**config.mk**
```make
export PLATFORM = sky130hd
export DESIGN_NAME = sync_card_activator
export DESIGN_NICKNAME = d
export VERILOG_FILES = /design/src/rtl/sca_pkg.sv /design/src/rtl/sca_tick_gen.sv /design/src/rtl/sca_sequencer.sv /design/src/rtl/sca_contact_drv.sv /design/src/rtl/sync_card_activator.sv
export SDC_FILE = /design/constraint.sdc
export NUM_CORES = 1
export LEC_CHECK = 0
export ABC_AREA = 1
export BUFFER_PORTS_ARGS = -buffer_cell sky130_fd_sc_hd__buf_4
export CAP_MARGIN = 20
export CORE_ASPECT_RATIO = 0.8
export CORE_MARGIN = 2
export CORE_UTILIZATION = 49
export DETAILED_ROUTE_END_ITERATION = 8
export MAX_ROUTING_LAYER = met4
export PLACE_DENSITY = 0.87
export SLEW_MARGIN = 25
export SYNTH_ARGS = -nofsm -noshare
export SYNTH_HDL_FRONTEND = slang
export SYNTH_HIERARCHICAL = 1
export SYNTH_SLANG_ARGS = --single-unit
```
**constraint.sdc**
```tcl
create_clock -name clk -period 2.4 [get_ports clk]
set_clock_uncertainty 0.15 [all_clocks]
set_input_delay 0.12 -clock clk [delete_from_list [all_inputs] [get_ports clk]]
set_output_delay 0.12 -clock clk [all_outputs]
set_load 0.01 [all_outputs]
```
**src/rtl/sca_pkg.sv**
```systemverilog
package sca_pkg;

    typedef enum logic [2:0] {
        ST_IDLE,
        ST_RAMP,
        ST_PULSE,
        ST_HOLD,
        ST_SETTLE,
        ST_DONE,
        ST_LIVE
    } sca_state_e;

    typedef struct packed {
        logic       vcc_en;
        logic [1:0] vcc_sel;
        logic       clk;
        logic       rst;
        logic       c4;
        logic       c8;
        logic       io_pu;
        logic       io_con;
    } contact_t;

    function automatic logic host_owned(sca_state_e s);
        return (s == ST_DONE) || (s == ST_LIVE);
    endfunction

    function automatic logic c4_released(sca_state_e s);
        return (s == ST_SETTLE) || (s == ST_DONE) || (s == ST_LIVE);
    endfunction

    function automatic int max3(int a, int b, int c);
        int m;
        m = (a > b) ? a : b;
        return (m > c) ? m : c;
    endfunction

endpackage

```
**src/rtl/sca_tick_gen.sv**
```systemverilog
module sca_tick_gen #(
    parameter int DIV = 50
) (
    input  logic clk,
    input  logic rst,
    input  logic restart_i,
    output logic tick_o
);
    generate
        if (DIV <= 1) begin : g_pass
            assign tick_o = 1'b1;
        end else begin : g_div
            localparam int W = $clog2(DIV);
            localparam logic [W-1:0] LAST = W'(DIV - 1);
            logic [W-1:0] cnt_q;

            always_ff @(posedge clk) begin
                if (rst || restart_i) begin
                    cnt_q <= '0;
                end else if (cnt_q == LAST) begin
                    cnt_q <= '0;
                end else begin
                    cnt_q <= cnt_q + 1'b1;
                end
            end

            assign tick_o = (cnt_q == LAST);

            AST_PRESCALE_RANGE: assert property (@(posedge clk) disable iff (rst)
                cnt_q <= LAST);
        end
    endgenerate
endmodule

```
**src/rtl/sca_sequencer.sv**
```systemverilog
module sca_sequencer
    import sca_pkg::*;
#(
    parameter int T_RAMP_US  = 10,
    parameter int T_PULSE_US = 9,
    parameter int T_HOLD_US  = 18
) (
    input  logic       clk,
    input  logic       rst,
    input  logic       start_i,
    input  logic       tick_i,
    input  logic       vcc_stable_i,
    input  logic       irq_clr_i,
    output sca_state_e state_o,
    output logic       phase_change_o
);
    localparam int MAXL = max3(T_RAMP_US, T_PULSE_US, T_HOLD_US);
    localparam int UW   = $clog2(MAXL + 1);

    sca_state_e     state_q, state_d;
    logic [UW-1:0]  us_q;
    logic [UW-1:0]  limit;
    logic           timed;
    logic           expire;

    always_comb begin
        timed = 1'b1;
        unique case (state_q)
            ST_RAMP:  limit = UW'(T_RAMP_US);
            ST_PULSE: limit = UW'(T_PULSE_US);
            ST_HOLD:  limit = UW'(T_HOLD_US);
            default: begin
                limit = '0;
                timed = 1'b0;
            end
        endcase
    end

    assign expire = timed && tick_i && (us_q == limit - 1'b1);

    always_comb begin
        state_d = state_q;
        unique case (state_q)
            ST_IDLE:   if (start_i)      state_d = ST_RAMP;
            ST_RAMP:   if (expire)       state_d = ST_PULSE;
            ST_PULSE:  if (expire)       state_d = ST_HOLD;
            ST_HOLD:   if (expire)       state_d = ST_SETTLE;
            ST_SETTLE: if (vcc_stable_i) state_d = ST_DONE;
            ST_DONE:   if (irq_clr_i)    state_d = ST_LIVE;
            ST_LIVE:                     state_d = ST_LIVE;
            default:                     state_d = ST_IDLE;
        endcase
    end

    assign phase_change_o = (state_d != state_q);

    always_ff @(posedge clk) begin
        if (rst) begin
            state_q <= ST_IDLE;
            us_q    <= '0;
        end else begin
            state_q <= state_d;
            if (phase_change_o) begin
                us_q <= '0;
            end else if (timed && tick_i) begin
                us_q <= us_q + 1'b1;
            end
        end
    end

    assign state_o = state_q;

    AST_NO_OVERFLOW: assert property (@(posedge clk) disable iff (rst)
        timed |-> (us_q < limit));
    AST_NO_RETURN: assert property (@(posedge clk) disable iff (rst)
        (state_q != ST_IDLE) |=> (state_q != ST_IDLE));
    AST_LIVE_STICKY: assert property (@(posedge clk) disable iff (rst)
        (state_q == ST_LIVE) |=> (state_q == ST_LIVE));
endmodule

```
**src/rtl/sca_contact_drv.sv**
```systemverilog
module sca_contact_drv
    import sca_pkg::*;
(
    input  sca_state_e state_i,
    input  logic [1:0] vsel_q_i,
    input  logic       vcc_stable_i,
    input  logic       host_clk_i,
    input  logic       host_rst_i,
    input  logic       io_en_i,
    input  logic       c8_cfg_i,
    output contact_t   pins_o
);
    logic powered;
    logic stable_on;

    assign powered   = (state_i != ST_IDLE);
    assign stable_on = powered && vcc_stable_i;

    always_comb begin
        pins_o         = '0;
        pins_o.vcc_en  = powered;
        pins_o.vcc_sel = powered ? vsel_q_i : 2'b00;
        if (state_i == ST_PULSE) begin
            pins_o.clk = 1'b1;
        end else if (c4_released(state_i)) begin
            pins_o.clk = host_clk_i;
        end
        pins_o.c4     = c4_released(state_i);
        pins_o.rst    = host_owned(state_i) && host_rst_i;
        pins_o.io_pu  = stable_on;
        pins_o.c8     = stable_on && c8_cfg_i;
        pins_o.io_con = host_owned(state_i) && io_en_i && stable_on;
    end
endmodule

```
**src/rtl/sync_card_activator.sv**
```systemverilog
module sync_card_activator
    import sca_pkg::*;
#(
    parameter int CLK_PER_US = 50,
    parameter int T_RAMP_US  = 10,
    parameter int T_PULSE_US = 9,
    parameter int T_HOLD_US  = 18
) (
    input  logic       clk,
    input  logic       rst,
    input  logic       start_i,
    input  logic       vcc_stable_i,
    input  logic [1:0] vsel_i,
    input  logic       io_en_i,
    input  logic       c8_cfg_i,
    input  logic       host_clk_i,
    input  logic       host_rst_i,
    input  logic       irq_clr_i,
    output logic       vcc_en_o,
    output logic [1:0] vcc_sel_o,
    output logic       card_clk_o,
    output logic       card_rst_o,
    output logic       card_c4_o,
    output logic       card_c8_o,
    output logic       io_pullup_o,
    output logic       io_connect_o,
    output logic       sync_done_o,
    output logic       irq_n_o
);
    sca_state_e state;
    logic       phase_change;
    logic       tick;
    logic [1:0] vsel_q;
    contact_t   pins;

    sca_tick_gen #(.DIV(CLK_PER_US)) u_tick (
        .clk       (clk),
        .rst       (rst),
        .restart_i (phase_change),
        .tick_o    (tick)
    );

    sca_sequencer #(
        .T_RAMP_US  (T_RAMP_US),
        .T_PULSE_US (T_PULSE_US),
        .T_HOLD_US  (T_HOLD_US)
    ) u_seq (
        .clk            (clk),
        .rst            (rst),
        .start_i        (start_i),
        .tick_i         (tick),
        .vcc_stable_i   (vcc_stable_i),
        .irq_clr_i      (irq_clr_i),
        .state_o        (state),
        .phase_change_o (phase_change)
    );

    always_ff @(posedge clk) begin
        if (rst) begin
            vsel_q <= 2'b00;
        end else if (state == ST_IDLE && start_i) begin
            vsel_q <= vsel_i;
        end
    end

    sca_contact_drv u_drv (
        .state_i      (state),
        .vsel_q_i     (vsel_q),
        .vcc_stable_i (vcc_stable_i),
        .host_clk_i   (host_clk_i),
        .host_rst_i   (host_rst_i),
        .io_en_i      (io_en_i),
        .c8_cfg_i     (c8_cfg_i),
        .pins_o       (pins)
    );

    assign vcc_en_o     = pins.vcc_en;
    assign vcc_sel_o    = pins.vcc_sel;
    assign card_clk_o   = pins.clk;
    assign card_rst_o   = pins.rst;
    assign card_c4_o    = pins.c4;
    assign card_c8_o    = pins.c8;
    assign io_pullup_o  = pins.io_pu;
    assign io_connect_o = pins.io_con;
    assign sync_done_o  = (state == ST_DONE);
    assign irq_n_o      = !sync_done_o;

    AST_IDLE_QUIET: assert property (@(posedge clk) disable iff (rst)
        (state == ST_IDLE) |-> (!vcc_en_o && !card_clk_o && !card_c4_o
                                && !io_pullup_o && irq_n_o));
    AST_VSEL_HELD: assert property (@(posedge clk) disable iff (rst)
        (vcc_en_o && $past(vcc_en_o)) |-> $stable(vcc_sel_o));
    AST_CLK_QUIET_HOLD: assert property (@(posedge clk) disable iff (rst)
        (state == ST_HOLD) |-> !card_clk_o);
    AST_RST_HELD: assert property (@(posedge clk) disable iff (rst)
        !host_owned(state) |-> !card_rst_o);
    AST_IRQ_CONTEXT: assert property (@(posedge clk) disable iff (rst)
        !irq_n_o |-> (card_c4_o && vcc_en_o));
    AST_CONNECT_GATED: assert property (@(posedge clk) disable iff (rst)
        io_connect_o |-> (io_en_i && io_pullup_o));
endmodule

```
Word-level counts from Yosys, hierarchy flattened. Index checks and enable logic that the tools add are counted. Widths: inputs -> output; s select.

Word-level logic and storage cells: 46. Register bits after elaboration: 16.

Eq/ne operators: 9. Reductions and logical operators: 18. Add/subtract/negate cells: 3. Muxes and demuxes: 12.

Operators by type and width (count): $pmux 3 s7 (1); $mux 3 (6); $pmux 5 s3 (1); $eq 3x3->1 const B (3); $logic_and 1x1->1 (8); $add 6x1->6 const B (1); $eq 3x2->1 const B (2); $eq 6x6->1 const B (1); $add 5x1->5 const B (1); $eq 5x5->1 (1); $sub 5x1->5 const B (1); $logic_or 1x1->1 (4); $reduce_or 2->1 (2); $eq 3x1->1 const B (1); $logic_not 3->1 (1); $mux 1 (3); $ne 3x3->1 (1); $reduce_bool 3->1 (1); $reduce_or 3->1 (1); $mux 2 (1); $logic_not 1->1 (1).

Logic depth before layout (Yosys ltp). Gate-level depths: netlist of run 1.

Word-level depth: 10. Mapped depth: 16. Depth with buffers taken out: 15.

Modules after synthesis. The synthesis of run 1 kept the hierarchy.

By module, submodules not included: sca_sequencer (cells an instance 81, times used 1, area an instance 618.1 um2); sca_tick_gen (cells an instance 34, times used 1, area an instance 282.8 um2); sync_card_activator (cells an instance 19, times used 1, area an instance 118.9 um2); sca_contact_drv (cells an instance 24, times used 1, area an instance 112.6 um2).

Worst setup path after synthesis of run 1. No wires, ideal clock.

Kind: register to register. From: register u_seq.state_q[0], in the netlist u_seq/state_o[0]. To: register u_tick.g_div.cnt_q[5]. Cell stages (with the launch flop): 16. Required time: 2.180 ns. Path buffers: 1. Setup slack: -0.138 ns. Clock period less this slack: 2.538 ns. Data arrival time: 2.319 ns. Cells stage by stage: dfxtp_1 -> buf_6 -> inv_2 -> nor2_1 -> inv_1 -> ha_1 -> ha_1 -> xor2_1 -> nand3_1 -> nor2_4 -> nand3_2 -> nand4_2 -> nand2_1 -> nor2_1 -> nand2_4 -> a21oi_1.

Word-level cells in the longest chain between the ends: 10.

Ends and longest elaborated chain: from (decl) (line sca_sequencer.sv:20) `sca_state_e state_q, state_d;`; from (signal assigned) (line sca_sequencer.sv:62) `state_q <= state_d;`; $eq 3x2->1 or $eq 3x1->1 (tied branches) (line sca_sequencer.sv:28, sca_sequencer.sv:43); $pmux 5 s3 or $reduce_or 3->1 (tied branches); $sub 5x1->5 or $mux 1 (tied branches) (line sca_sequencer.sv:39, sca_sequencer.sv:28); $eq 5x5->1 or $logic_and 1x1->1 (tied branches) (line sca_sequencer.sv:39) `assign expire = timed && tick_i && (us_q == limit - 1'b1);`; $logic_and 1x1->1 (line sca_sequencer.sv:39); $mux 3 (on tied branches) (line sca_sequencer.sv:47, sca_sequencer.sv:45, sca_sequencer.sv:46); $pmux 3 s7 (line sca_sequencer.sv:43) `unique case (state_q)`; $ne 3x3->1 (*) (line sca_sequencer.sv:55) `assign phase_change_o = (state_d != state_q);`; via phase_change (line sync_card_activator.sv:31) `logic phase_change;`; $logic_or 1x1->1 (*) (line sca_tick_gen.sv:18) `if (rst || restart_i) begin`; $reduce_or 2->1 (no line) (*); to (signal assigned) (line sca_tick_gen.sv:23) `cnt_q <= cnt_q + 1'b1;`; to (decl) (line sca_tick_gen.sv:15) `logic [W-1:0] cnt_q;`.

Mark *: on every way through the listed nets, which the timed path passes. The rest lies on a longest branch. A chain may end at the register's enable or synchronous reset.

Worst setup path after layout of run 1. Ends and elaborated chain as after synthesis.

==> results of run 1 <==
[sequential cells by signal, summed over array words and instances (netlist names)]
register,cells
u_tick/g_div.cnt_q,6
vsel_q,2
u_seq/state_o,3
u_seq/us_q,5
[worst min-delay path, delay by kind of cell]
family / cells / cell delay (ns)
simple gates: 3 / 0.20
buf+inv: 2 / 0.11
[logic make-up after synthesis]
| family | share of synthesized area [%] |
|---|---|
| XOR/XNOR | 9.945 |
| AO/OA/AOI/OAI | 6.850 |
| adder cells (fa/ha/maj) | 5.525 |
| multiplexers | 0.8840 |
| AND/OR/NAND/NOR | 34.36 |
| flip-flops | 28.29 |
| buffers and inverters | 14.14 |
[worst min path at each step]
| stage | end | slack [ns] |
|---|---|---|
| floorplan | u_seq/state_o[0]$_SDFF_PP0_ | 0.03 |
| global placement | u_seq/state_o[0]$_SDFF_PP0_ | 0.18 |
| detailed placement | u_seq/state_o[1]$_SDFF_PP0_ | 0.18 |
| CTS | vsel_q[1]$_SDFFE_PP0P_ | 0.003 |
| global route | vsel_q[1]$_SDFFE_PP0P_ | 0.07 |
| finish | vsel_q[0]$_SDFFE_PP0P_ | 0.008 |
[power breakdown]
| part | internal (mW) | switching, mW |
|---|---|---|
| Combinational | 0.0746 | 0.0755 |
| Sequential | 0.272 | 0.00886 |
| Clock | 0.0925 | 0.0902 |
| Total | 0.439 | 0.175 |
[synth_stat cells (2+ instances only)]
cell	number
sky130_fd_sc_hd__a21oi_1	5
sky130_fd_sc_hd__a31oi_1	2
sky130_fd_sc_hd__buf_4	2
sky130_fd_sc_hd__buf_6	2
sky130_fd_sc_hd__dfxtp_1	16
sky130_fd_sc_hd__ha_1	5
sky130_fd_sc_hd__inv_1	27
sky130_fd_sc_hd__inv_2	4
sky130_fd_sc_hd__nand2_1	16
sky130_fd_sc_hd__nand2_2	3
sky130_fd_sc_hd__nand3_1	11
sky130_fd_sc_hd__nand3_2	4
sky130_fd_sc_hd__nand4_1	2
sky130_fd_sc_hd__nor2_1	29
sky130_fd_sc_hd__nor2_2	4
sky130_fd_sc_hd__nor2_4	2
sky130_fd_sc_hd__o21ai_1	2
sky130_fd_sc_hd__xnor2_1	5
sky130_fd_sc_hd__xor2_1	6
[per-stage QoR]
stage / util [%] / setup TNS, ns
6_report: 70.23 / 0
2_1_floorplan: - / 0
5_1_grt: 70.23 / -0.4057
3_3_place_gp: 60.69 / 0
3_5_place_dp: 60.69 / -0.04193
4_1_cts: 64.25 / 0
[area by class of cell]
type	count	area, um^2	share of cell area [%]
Clock buffer	4	36.28	2.373
Tap cell	25	31.28	2.046
Timing Repair Buffer	36	291.5	19.07
Sequential cell	16	331.6	21.69
Multi-Input combinational cell	106	713.2	46.64
Inverter	32	125.1	8.183
[placed cells by master (no fill, tap or decap), types with 2 or more instances in the layout]
cell / n
sky130_fd_sc_hd__nand2_2: 3
sky130_fd_sc_hd__a21oi_1: 4
sky130_fd_sc_hd__buf_4: 32
sky130_fd_sc_hd__clkbuf_4: 3
sky130_fd_sc_hd__nand3_2: 4
sky130_fd_sc_hd__a21oi_2: 2
sky130_fd_sc_hd__xor2_1: 6
sky130_fd_sc_hd__nand3_1: 10
sky130_fd_sc_hd__ha_4: 2
sky130_fd_sc_hd__nand4_1: 2
sky130_fd_sc_hd__a31oi_1: 2
sky130_fd_sc_hd__ha_1: 3
sky130_fd_sc_hd__dlygate4sd3_1: 2
sky130_fd_sc_hd__dfxtp_1: 13
sky130_fd_sc_hd__nor2_2: 6
sky130_fd_sc_hd__inv_1: 26
sky130_fd_sc_hd__nor2_4: 4
sky130_fd_sc_hd__nand2_1: 16
sky130_fd_sc_hd__inv_4: 2
sky130_fd_sc_hd__nor2_1: 25
sky130_fd_sc_hd__o21ai_1: 2
sky130_fd_sc_hd__xnor2_1: 5
sky130_fd_sc_hd__dfxtp_4: 3
sky130_fd_sc_hd__inv_2: 4
[per-layer routing]
layer  vias up  share of wire, %
met5         -                 0
met4         0              0.66
met1       498                40
met3         4               8.3
met2        52                51
li1        557                 -
[repair_timing]
item,CTS,global route
hold buffers,2,0
pin swaps,0,9
gates resized for setup,7,13
buffers inserted,0,9
endpoints found under the setup margin,2,6
endpoints found under the hold margin,5,0
==> out/summary.json, run 1 <==
{
  "final.setup.worst_slack_ns": 0.06799,
  "num_rows": 15,
  "fraction_of_layout_cells_with_a_size_suffix_above_1_pct": 37.63,
  "cellPowerDensity_mw_per_mm2": 401.1,
  "yosysWarningCount": 6,
  "cts_tree": "built",
  "drt_iter0_drc": 47,
  "crit_arrival_ns": 2.41,
  "place_worst_setup_slack_ns": -0.04193,
  "detailed_place_hpwl_um": 1812,
  "detail_route.wl_per_cell_um": 12.45,
  "grt_pass1_vias": 922,
  "die_width_um": 57.75,
  "worst_r2r_path_depth": 14,
  "clock_sinks": 16,
  "post_synth_instance_area_mm2": 0.001132,
  "drt_first_pass_iters": 5,
  "run_status": "finished, final reports clean",
  "gp_congestion": 0.8611,
  "path_delay_family": "simple AND/OR/NAND/NOR gates",
  "numPlacedInstances": 204,
  "via_count": 1111,
  "drv_cap": 0,
  "grt_busiest_layer": "met2",
  "worst_r2r_endpoint": "u_tick/g_div.cnt_q[5]$_SDFF_PP0_",
  "yosysUniqueCellTypes": 30,
  "grt_util_met1_pct": 19.83,
  "cp.depth": 14,
  "fmax_mhz": 428.8,
  "category_of_the_critical_setup_timing_path": "flip-flop to flip-flop",
  "postRouteAntennaNets": 0,
  "critical_path.endpoint": "u_tick/g_div.cnt_q[5]$_SDFF_PP0_",
  "critical_path.endpoint_type": "flip-flop",
  "post_synth.cell_area_avg_um2": 7.167,
  "critPathMaxStageDelay_ns": 0.39,
  "timing.final.max_slew_violations": 0,
  "timing.reg2reg.setup_slack_ns": 0.07,
  "grt-ovfl-total": 0,
  "io_buffer_count": 21,
  "fp.dieArea_mm2": 0.002714,
  "placed_cell_area_mm2": 0.001321,
  "netlist_top_cells_area": "sky130_fd_sc_hd__dfxtp_1, sky130_fd_sc_hd__nor2_1, sky130_fd_sc_hd__inv_1",
  "synth_top_area_share_pct": 28.29,
  "cts_max_path_bufs": 2,
  "cts_root_buffer": "sky130_fd_sc_hd__clkbuf_4",
  "clock_insertion_delay_worst_skew_ns": 0.29,
  "totalWireLength_um": 2726,
  "leakage_power_nw": 0.7124,
  "synth_cells": 158,
  "edff_count_synth": 0,
  "vdd_drop_max_mv": 0.3180,
  "core_mm2": 0.002177,
  "clock_tree.htree_level_count": 1,
  "grt_usage_pct": 18.97,
  "crit_chain": "inv_4 -> nor2_4 -> inv_2 -> ha_4 -> ha_4 -> xor2_1 -> nand3_1 -> nor2_4 -> nand3_2 -> nand4_2 -> nand2_1 -> nor2_2 -> nand2_4 -> a21oi_2",
  "timing.max_slew.rel_slack_pct": 81.77,
  "finalHoldViolations": 0,
  "tightestPinTransition_ns": 0.2726,
  "stdcell_count": 219,
  "initial_core_utilization_pct": 52.01,
  "hold_path_depth": 5,
  "finish.net_count": 211,
  "die_y_um": 47.00,
  "synthDominantAreaCellType": "sky130_fd_sc_hd__dfxtp_1",
  "prevailing_post_synth_register_cell": "sky130_fd_sc_hd__dfxtp_1",
  "number_of_antenna_violations_at_the_first_check_in_global_routing": 0,
  "setup_violations": 0,
  "first_pass_grt_wire_length_um": 3795,
  "fill_cells": 146,
  "fin_total_pwr_mw": 0.6132,
  "hold_start": "vsel_i[0]",
  "synth.net_count": 174,
  "grt.met3_usage_pct": 3.581,
  "crit_path_max_fanout": 6,
  "worst_slack_on_hold_paths_ns": 0.008440,
  "final.period_utilization_pct": 97.17,
  "numCtsBuffers": 3,
  "cts_clock_pin_slew_for_the_worst_setup_and_hold_paths_ns": 0.10,
  "vias_per_cell": 5.073,
  "min-delay-path-class": "primary input to flip-flop",
  "synth-async-reset-ratio_pct": 0,
  "timing.critical_path.required_ns": 2.48,
  "fin_crit_ns": 2.332,
  "rsz_0062_raised_after_global_routing": "true",
  "post-route-cell-area_mm2": 0.001529,
  "syn2layout_area_growth_pct": 35.03,
  "ys_seq_elements": 16,
  "worstPathBufferInverterCount": 2,
  "worst_setup_path_startpoint": "u_seq/state_o[0]$_SDFF_PP0_",
  "reg2reg_start": "u_seq/state_o[0]$_SDFF_PP0_",
  "use_met2_pct": 37.73,
  "critical_path.slowest_cell": "sky130_fd_sc_hd__dfxtp_4",
  "drc_errors": 0,
  "insertedDiodeCount": 0,
  "worst_setup_path_start_kind": "flip-flop",
  "ys_seq_area_share_pct": 28.29,
  "io_pins": 22,
  "largest_net_degree_at_the_start_of_global_routing": 13
}
(Power assumes the default switching activity.)
==> inputs of run 2 (changes only) <==
PLACE_DENSITY = 0.85   (was 0.87)
==> run 2 against run 1 <==
Against the previous run: register-to-register slack is essentially flat; sequential cell count is the same; critical path depth grew 1; combinational power shrank 6%; global-route usage shrank 0.60 points; die area is the same; worst setup slack lost 0.0045 ns; critical path type unchanged.
==> out/summary.json, run 2 (synthesis gave the netlist of run 1 again) <==
{
  "totalWireLength_um": 2683,
  "fin_total_pwr_mw": 0.6005,
  "clock_tree.htree_level_count": 1,
  "timing.max_slew.rel_slack_pct": 79.73,
  "cts_tree": "built",
  "detail_route.wirelength.met1_um": 1130,
  "finalHoldViolations": 0,
  "max_flop_register": "u_tick/g_div.cnt_q",
  "die_width_um": 57.75,
  "detail_route.wl_per_cell_um": 12.54,
  "crit_path_max_fanout": 6,
  "syn2layout_area_growth_pct": 32.27,
  "post-route-cell-area_mm2": 0.001498,
  "drc_errors": 0,
  "io_buffer_count": 21,
  "fraction_of_layout_cells_with_a_size_suffix_above_1_pct": 38.10,
  "num_rows": 15,
  "vdd_drop_max_mv": 0.2922,
  "numCtsBuffers": 3,
  "min-delay-path-class": "primary input to flip-flop",
  "numPlacedInstances": 203,
  "insertedDiodeCount": 0,
  "timing.final.max_slew_violations": 0,
  "drt_first_pass_iters": 4,
  "cts_max_path_bufs": 2,
  "grt_pass1_vias": 905,
  "vias_per_cell": 5.070,
  "finish.net_count": 206,
  "timing.critical_path.required_ns": 2.43,
  "detailed_place_hpwl_um": 1803,
  "wl_met2_um": 1362,
  "run_status": "finished, final reports clean",
  "placed_cell_area_mm2": 0.001314,
  "fill_cells": 169,
  "gp_congestion": 0.9035,
  "fmax_mhz": 428.0,
  "fp.dieArea_mm2": 0.002714,
  "number_of_antenna_violations_at_the_first_check_in_global_routing": 0,
  "cts_root_buffer": "sky130_fd_sc_hd__clkbuf_4",
  "largest_register_ffs": 6,
  "fin_crit_ns": 2.337,
  "cts_clock_pin_slew_for_the_worst_setup_and_hold_paths_ns": 0.10,
  "final.period_utilization_pct": 97.35,
  "critical_path.endpoint_type": "flip-flop",
  "dr_wl_met3_um": 154,
  "routed.top_layer": "met4",
  "postRouteAntennaNets": 0,
  "via_count": 1085,
  "layout.cells.most_common": "sky130_fd_sc_hd__buf_4",
  "first_pass_grt_wire_length_um": 3677,
  "largest_net_degree_at_the_start_of_global_routing": 11,
  "stdcell_count": 214,
  "setup_violations": 0,
  "tightestPinTransition_ns": 0.3026,
  "core_mm2": 0.002177,
  "crit_arrival_ns": 2.37,
  "cellPowerDensity_mw_per_mm2": 400.9,
  "category_of_the_critical_setup_timing_path": "flip-flop to flip-flop",
  "leakage_power_nw": 0.6807,
  "drv_cap": 0,
  "die_y_um": 47.00,
  "drt_iter0_drc": 42,
  "clock_sinks": 16,
  "initial_core_utilization_pct": 52.01,
  "io_pins": 22,
  "grt_usage_pct": 18.38,
  "clock_insertion_delay_worst_skew_ns": 0.29,
  "grt-ovfl-total": 0,
  "layout.cells.most_common_list": "sky130_fd_sc_hd__buf_4, sky130_fd_sc_hd__inv_1, sky130_fd_sc_hd__nor2_1, sky130_fd_sc_hd__nand2_1, sky130_fd_sc_hd__dfxtp_1",
  "worst_setup_path_start_kind": "flip-flop"
}
## run 2: where the power goes
part           switching (mW)  total, mW  internal [mW]
registers             0.00817      0.281          0.273
clock network          0.0858      0.178         0.0923
logic                  0.0762      0.141         0.0649
## run 2: per-layer routing
layer | up-vias | track usage [%]
li1 | 548 | -
met1 | 499 | 21.40
met2 | 34 | 31.14
met3 | 4 | 3.030
met4 | 0 | 9.767
met5 | - | -
## run 2: critical path, stage by stage, from the launching register on
cell and delay (ns):
sky130_fd_sc_hd__dfxtp_4 0.38, sky130_fd_sc_hd__inv_2 0.07, sky130_fd_sc_hd__nor2_4 0.13, sky130_fd_sc_hd__inv_1 0.06, sky130_fd_sc_hd__ha_2 0.21, sky130_fd_sc_hd__ha_4 0.27, sky130_fd_sc_hd__xor2_2 0.14, sky130_fd_sc_hd__nand3_2 0.11
sky130_fd_sc_hd__nor2_4 0.15, sky130_fd_sc_hd__nand2_4 0.07, sky130_fd_sc_hd__nand2_4 0.09, sky130_fd_sc_hd__nand4_4 0.10, sky130_fd_sc_hd__nand2_2 0.10, sky130_fd_sc_hd__nor2_4 0.04, sky130_fd_sc_hd__nand2_4 0.10, sky130_fd_sc_hd__nor2_1 0.06
## run 2: layout make-up
cell class              instances  area (um^2)  share of cell area [%]
clock buffers                   4        36.28                   2.423
well taps                      25        31.28                   2.089
multi-input cells             106        739.5                   49.37
inverters                      32        122.6                   8.187
flip-flops and latches         16        330.3                   22.06
repair buffers                 31        237.7                   15.87
## run 2: timing repair
| action | CTS | global route |
|---|---|---|
| pin swaps | 0 | 10 |
| gates resized for setup | 3 | 17 |
| hold buffers | 2 | 0 |
| setup buffers | 0 | 5 |
| gates cloned | 0 | 0 |
| endpoints found under the hold margin | 5 | 0 |
| endpoints found under the setup margin | 6 | 8 |
## run 2: through the flow
stage	TNS [ns]	utilization [%]	setup WS, ns	hold WS [ns]
final	0	68.79	0.06350	0.008282
after global routing	-0.4116	68.79	-0.06685	0.02194
after CTS	0	63.22	0.01662	0.004874
after detailed placement	-0.01365	60.34	-0.01365	0.1855
after global placement	0	60.34	0.1131	0.1822
after floorplan	0	-	0.01866	0.02971
## run 2: final timing paths
check | startpoint | end | slack (ns) | cells past startpoint
worst min register to register | u_tick/g_div.cnt_q[0]$_SDFF_PP0_ | u_tick/g_div.cnt_q[0]$_SDFF_PP0_ | 0.32 | 1
worst max-delay path | u_seq/state_o[0]$_SDFF_PP0_ | u_tick/g_div.cnt_q[4]$_SDFF_PP0_ | 0.06 | 15
worst min-delay path | vsel_i[1] | vsel_q[1]$_SDFFE_PP0P_ | 0.008 | 5
worst max register to register | u_seq/state_o[0]$_SDFF_PP0_ | u_tick/g_div.cnt_q[4]$_SDFF_PP0_ | 0.06 | 15
==> inputs of run 3 (changes only) <==
CORE_ASPECT_RATIO = 1.75   (was 0.8)
==> run 3 against run 2 <==
Against the previous run: sequential power is essentially flat; combinational power increased by 20%; final area grew 7.0%; via count grew 5.4%; register-to-register slack worse by 0.06 ns; maximum frequency is 2.4% lower; core utilization rose by 2.6 points; highest routed layer unchanged; clock power up 34%; critical path depth down 1; first-iteration DRC count fell by 24%; global-route usage increased by 3.0 points; sequential cell count unchanged.
==> out/summary.json, run 3 (synthesis gave the netlist of run 1 again) <==
{
  "io_pins": 22,
  "finish.net_count": 211,
  "reg2reg_start": "u_seq/state_o[0]$_SDFF_PP0_",
  "worst_setup_path_startpoint": "u_seq/state_o[0]$_SDFF_PP0_",
  "syn2layout_area_growth_pct": 41.55,
  "post-route-cell-area_mm2": 0.001603,
  "first_pass_grt_wire_length_um": 3960,
  "cts_clock_pin_slew_for_the_worst_setup_and_hold_paths_ns": 0.06,
  "worst_r2r_endpoint": "u_tick/g_div.cnt_q[5]$_SDFF_PP0_",
  "hold_path_depth": 5,
  "drt_first_pass_iters": 4,
  "timing.max_slew.rel_slack_pct": 77.53,
  "cts_root_buffer": "sky130_fd_sc_hd__clkbuf_8",
  "tightestPinTransition_ns": 0.3360,
  "most_numerous_cell_on_the_critical_path": "sky130_fd_sc_hd__nor2_4",
  "drc_errors": 0,
  "clock_insertion_delay_worst_skew_ns": 0.25,
  "detailed_place_hpwl_um": 1845,
  "timing.reg2reg.setup_slack_ns": 0.005,
  "fill_cells": 177,
  "hold_crit_endpoint": "vsel_q[0]$_SDFFE_PP0P_",
  "fraction_of_layout_cells_with_a_size_suffix_above_1_pct": 39.18,
  "crit_arrival_ns": 2.43,
  "final.period_utilization_pct": 99.79,
  "leakage_power_nw": 0.7270,
  "num_rows": 23,
  "gp_congestion": 0.9263,
  "setup_violations": 0,
  "rsz_0062_raised_after_global_routing": "true",
  "totalWireLength_um": 3076,
  "crit_path_max_fanout": 6,
  "worst_r2r_path_depth": 14,
  "largest_net_degree_at_the_start_of_global_routing": 10,
  "layout.cells.most_common_list": "sky130_fd_sc_hd__buf_4, sky130_fd_sc_hd__nor2_1, sky130_fd_sc_hd__inv_1, sky130_fd_sc_hd__nand2_1, sky130_fd_sc_hd__dfxtp_1",
  "min-delay-path-class": "primary input to flip-flop",
  "timing.final.max_slew_violations": 0,
  "worstPathBufferInverterCount": 2,
  "path_delay_family": "simple AND/OR/NAND/NOR gates",
  "via_count": 1144,
  "drt_iter0_drc": 32,
  "largest_register_ffs": 6,
  "die_y_um": 67.59,
  "finalHoldViolations": 0,
  "critical_path.slowest_cell": "sky130_fd_sc_hd__dfxtp_4",
  "grt_pass1_vias": 1047,
  "placed_cell_area_mm2": 0.001329,
  "number_of_antenna_violations_at_the_first_check_in_global_routing": 0,
  "core_mm2": 0.002245,
  "seqCellArea_um2": 331.6,
  "initial_core_utilization_pct": 50.45,
  "category_of_the_critical_setup_timing_path": "flip-flop to flip-flop",
  "detail_route.wl_per_cell_um": 14.05,
  "vdd_drop_max_mv": 0.3961,
  "cts_max_path_bufs": 2,
  "grt-ovfl-total": 0,
  "fmax_mhz": 417.5,
  "die_width_um": 40.34,
  "cts_tree": "built",
  "vias_per_cell": 5.224,
  "multiInputGateArea_um2": 777.0,
  "layout.cells.most_common": "sky130_fd_sc_hd__buf_4",
  "postRouteAntennaNets": 0,
  "hold_start": "vsel_i[0]",
  "critPathMaxStageDelay_ns": 0.38,
  "io_buffer_count": 21,
  "critical_path.endpoint_type": "flip-flop",
  "timing.critical_path.required_ns": 2.44,
  "max_flop_register": "u_tick/g_div.cnt_q",
  "fin_crit_ns": 2.395,
  "grt_usage_pct": 21.34,
  "cellPowerDensity_mw_per_mm2": 428.9,
  "drv_cap": 0,
  "crit_chain": "inv_6 -> nor2_4 -> inv_2 -> ha_4 -> ha_4 -> xor2_1 -> nand3_1 -> nor2_4 -> nand3_4 -> nand4_4 -> nand2_4 -> nor2_4 -> nand2_4 -> a21oi_2",
  "run_status": "finished, final reports clean",
  "insertedDiodeCount": 0,
  "clock_tree.htree_level_count": 1,
  "worst_setup_path_start_kind": "flip-flop",
  "clock_sinks": 16,
  "fp.dieArea_mm2": 0.002727,
  "totalNegativeSetupSlack_ns": 0,
  "numCtsBuffers": 3
}
[run 3: changes by cell type in the layout (fill, tap and decap cells not counted), moves of 3 or more]
cell                       change
sky130_fd_sc_hd__clkbuf_4      -3
sky130_fd_sc_hd__nand2_4       +3
sky130_fd_sc_hd__nor2_2        -3
sky130_fd_sc_hd__nand3_2       -3
sky130_fd_sc_hd__clkbuf_8      +3
sky130_fd_sc_hd__buf_4         +4
[run 3: worst max-delay path by stage]
stage	end	slack, ns	depth (start not counted)
after floorplan	u_tick/g_div.cnt_q[5]$_SDFF_PP0_	0.02	15
after global placement	u_tick/g_div.cnt_q[5]$_SDFF_PP0_	0.08	13
after detailed placement	u_tick/g_div.cnt_q[5]$_SDFF_PP0_	-0.007	13
after CTS	u_tick/g_div.cnt_q[5]$_SDFF_PP0_	0.01	13
after global routing	u_tick/g_div.cnt_q[5]$_SDFF_PP0_	-0.07	14
final	u_tick/g_div.cnt_q[5]$_SDFF_PP0_	0.005	14
[run 3: power by group]
group | switching, mW | total (mW) | internal [mW]
Combinational | 0.0902 | 0.169 | 0.0786
Clock | 0.0929 | 0.238 | 0.145
Sequential | 0.00838 | 0.280 | 0.272
Total | 0.191 | 0.687 | 0.496
[run 3: area by class of cell]
cell class | count | share of cell area (%)
clock buffers | 4 | 3.435
inverters | 32 | 7.962
multi-input cells | 106 | 48.48
flip-flops and latches | 16 | 20.69
well taps | 25 | 1.952
repair buffers | 36 | 17.49
[run 3: worst reg2reg max path, cell delays in order, from the launching register on]
cell and delay [ns]:
sky130_fd_sc_hd__dfxtp_4 0.38, sky130_fd_sc_hd__inv_6 0.05, sky130_fd_sc_hd__nor2_4 0.13, sky130_fd_sc_hd__inv_2 0.06, sky130_fd_sc_hd__ha_4 0.17, sky130_fd_sc_hd__ha_4 0.27, sky130_fd_sc_hd__xor2_1 0.16, sky130_fd_sc_hd__nand3_1 0.13
sky130_fd_sc_hd__nor2_4 0.19, sky130_fd_sc_hd__nand3_4 0.13, sky130_fd_sc_hd__nand4_4 0.11, sky130_fd_sc_hd__nand2_4 0.06, sky130_fd_sc_hd__nor2_4 0.14, sky130_fd_sc_hd__nand2_4 0.10, sky130_fd_sc_hd__a21oi_2 0.10
[run 3: metrics by stage]
stage                     setup slack, ns  util [%]  power [mW]  std cells  hold WS (ns)
after detailed placement        -0.007477     59.20      0.3991        205        0.1832
after CTS                         0.01073     62.49      0.6426        211       0.03048
final                            0.004937     71.40      0.6874        219       0.04711
after global routing             -0.07498     71.40      0.7184        219       0.04567
after floorplan                   0.01866         -      0.3654        158       0.02971
after global placement            0.08144     59.20      0.3937        205        0.1886
[run 3: what timing repair did]
action	in CTS	in global routing
setup endpoints to repair	6	11
buffers inserted	1	8
hold buffers	1	0
hold endpoints to repair	3	0
pin swaps	2	13
resized for setup	1	30
[run 3: per-layer routing]
metal,global-route usage [%],wire length (um),vias up,share of wire [%]
met5,-,0,-,0
met4,14.58,88,0,2.9
li1,-,-,561,-
met2,38.49,1690,47,55
met3,3.289,140,10,4.6
met1,18.20,1157,526,38
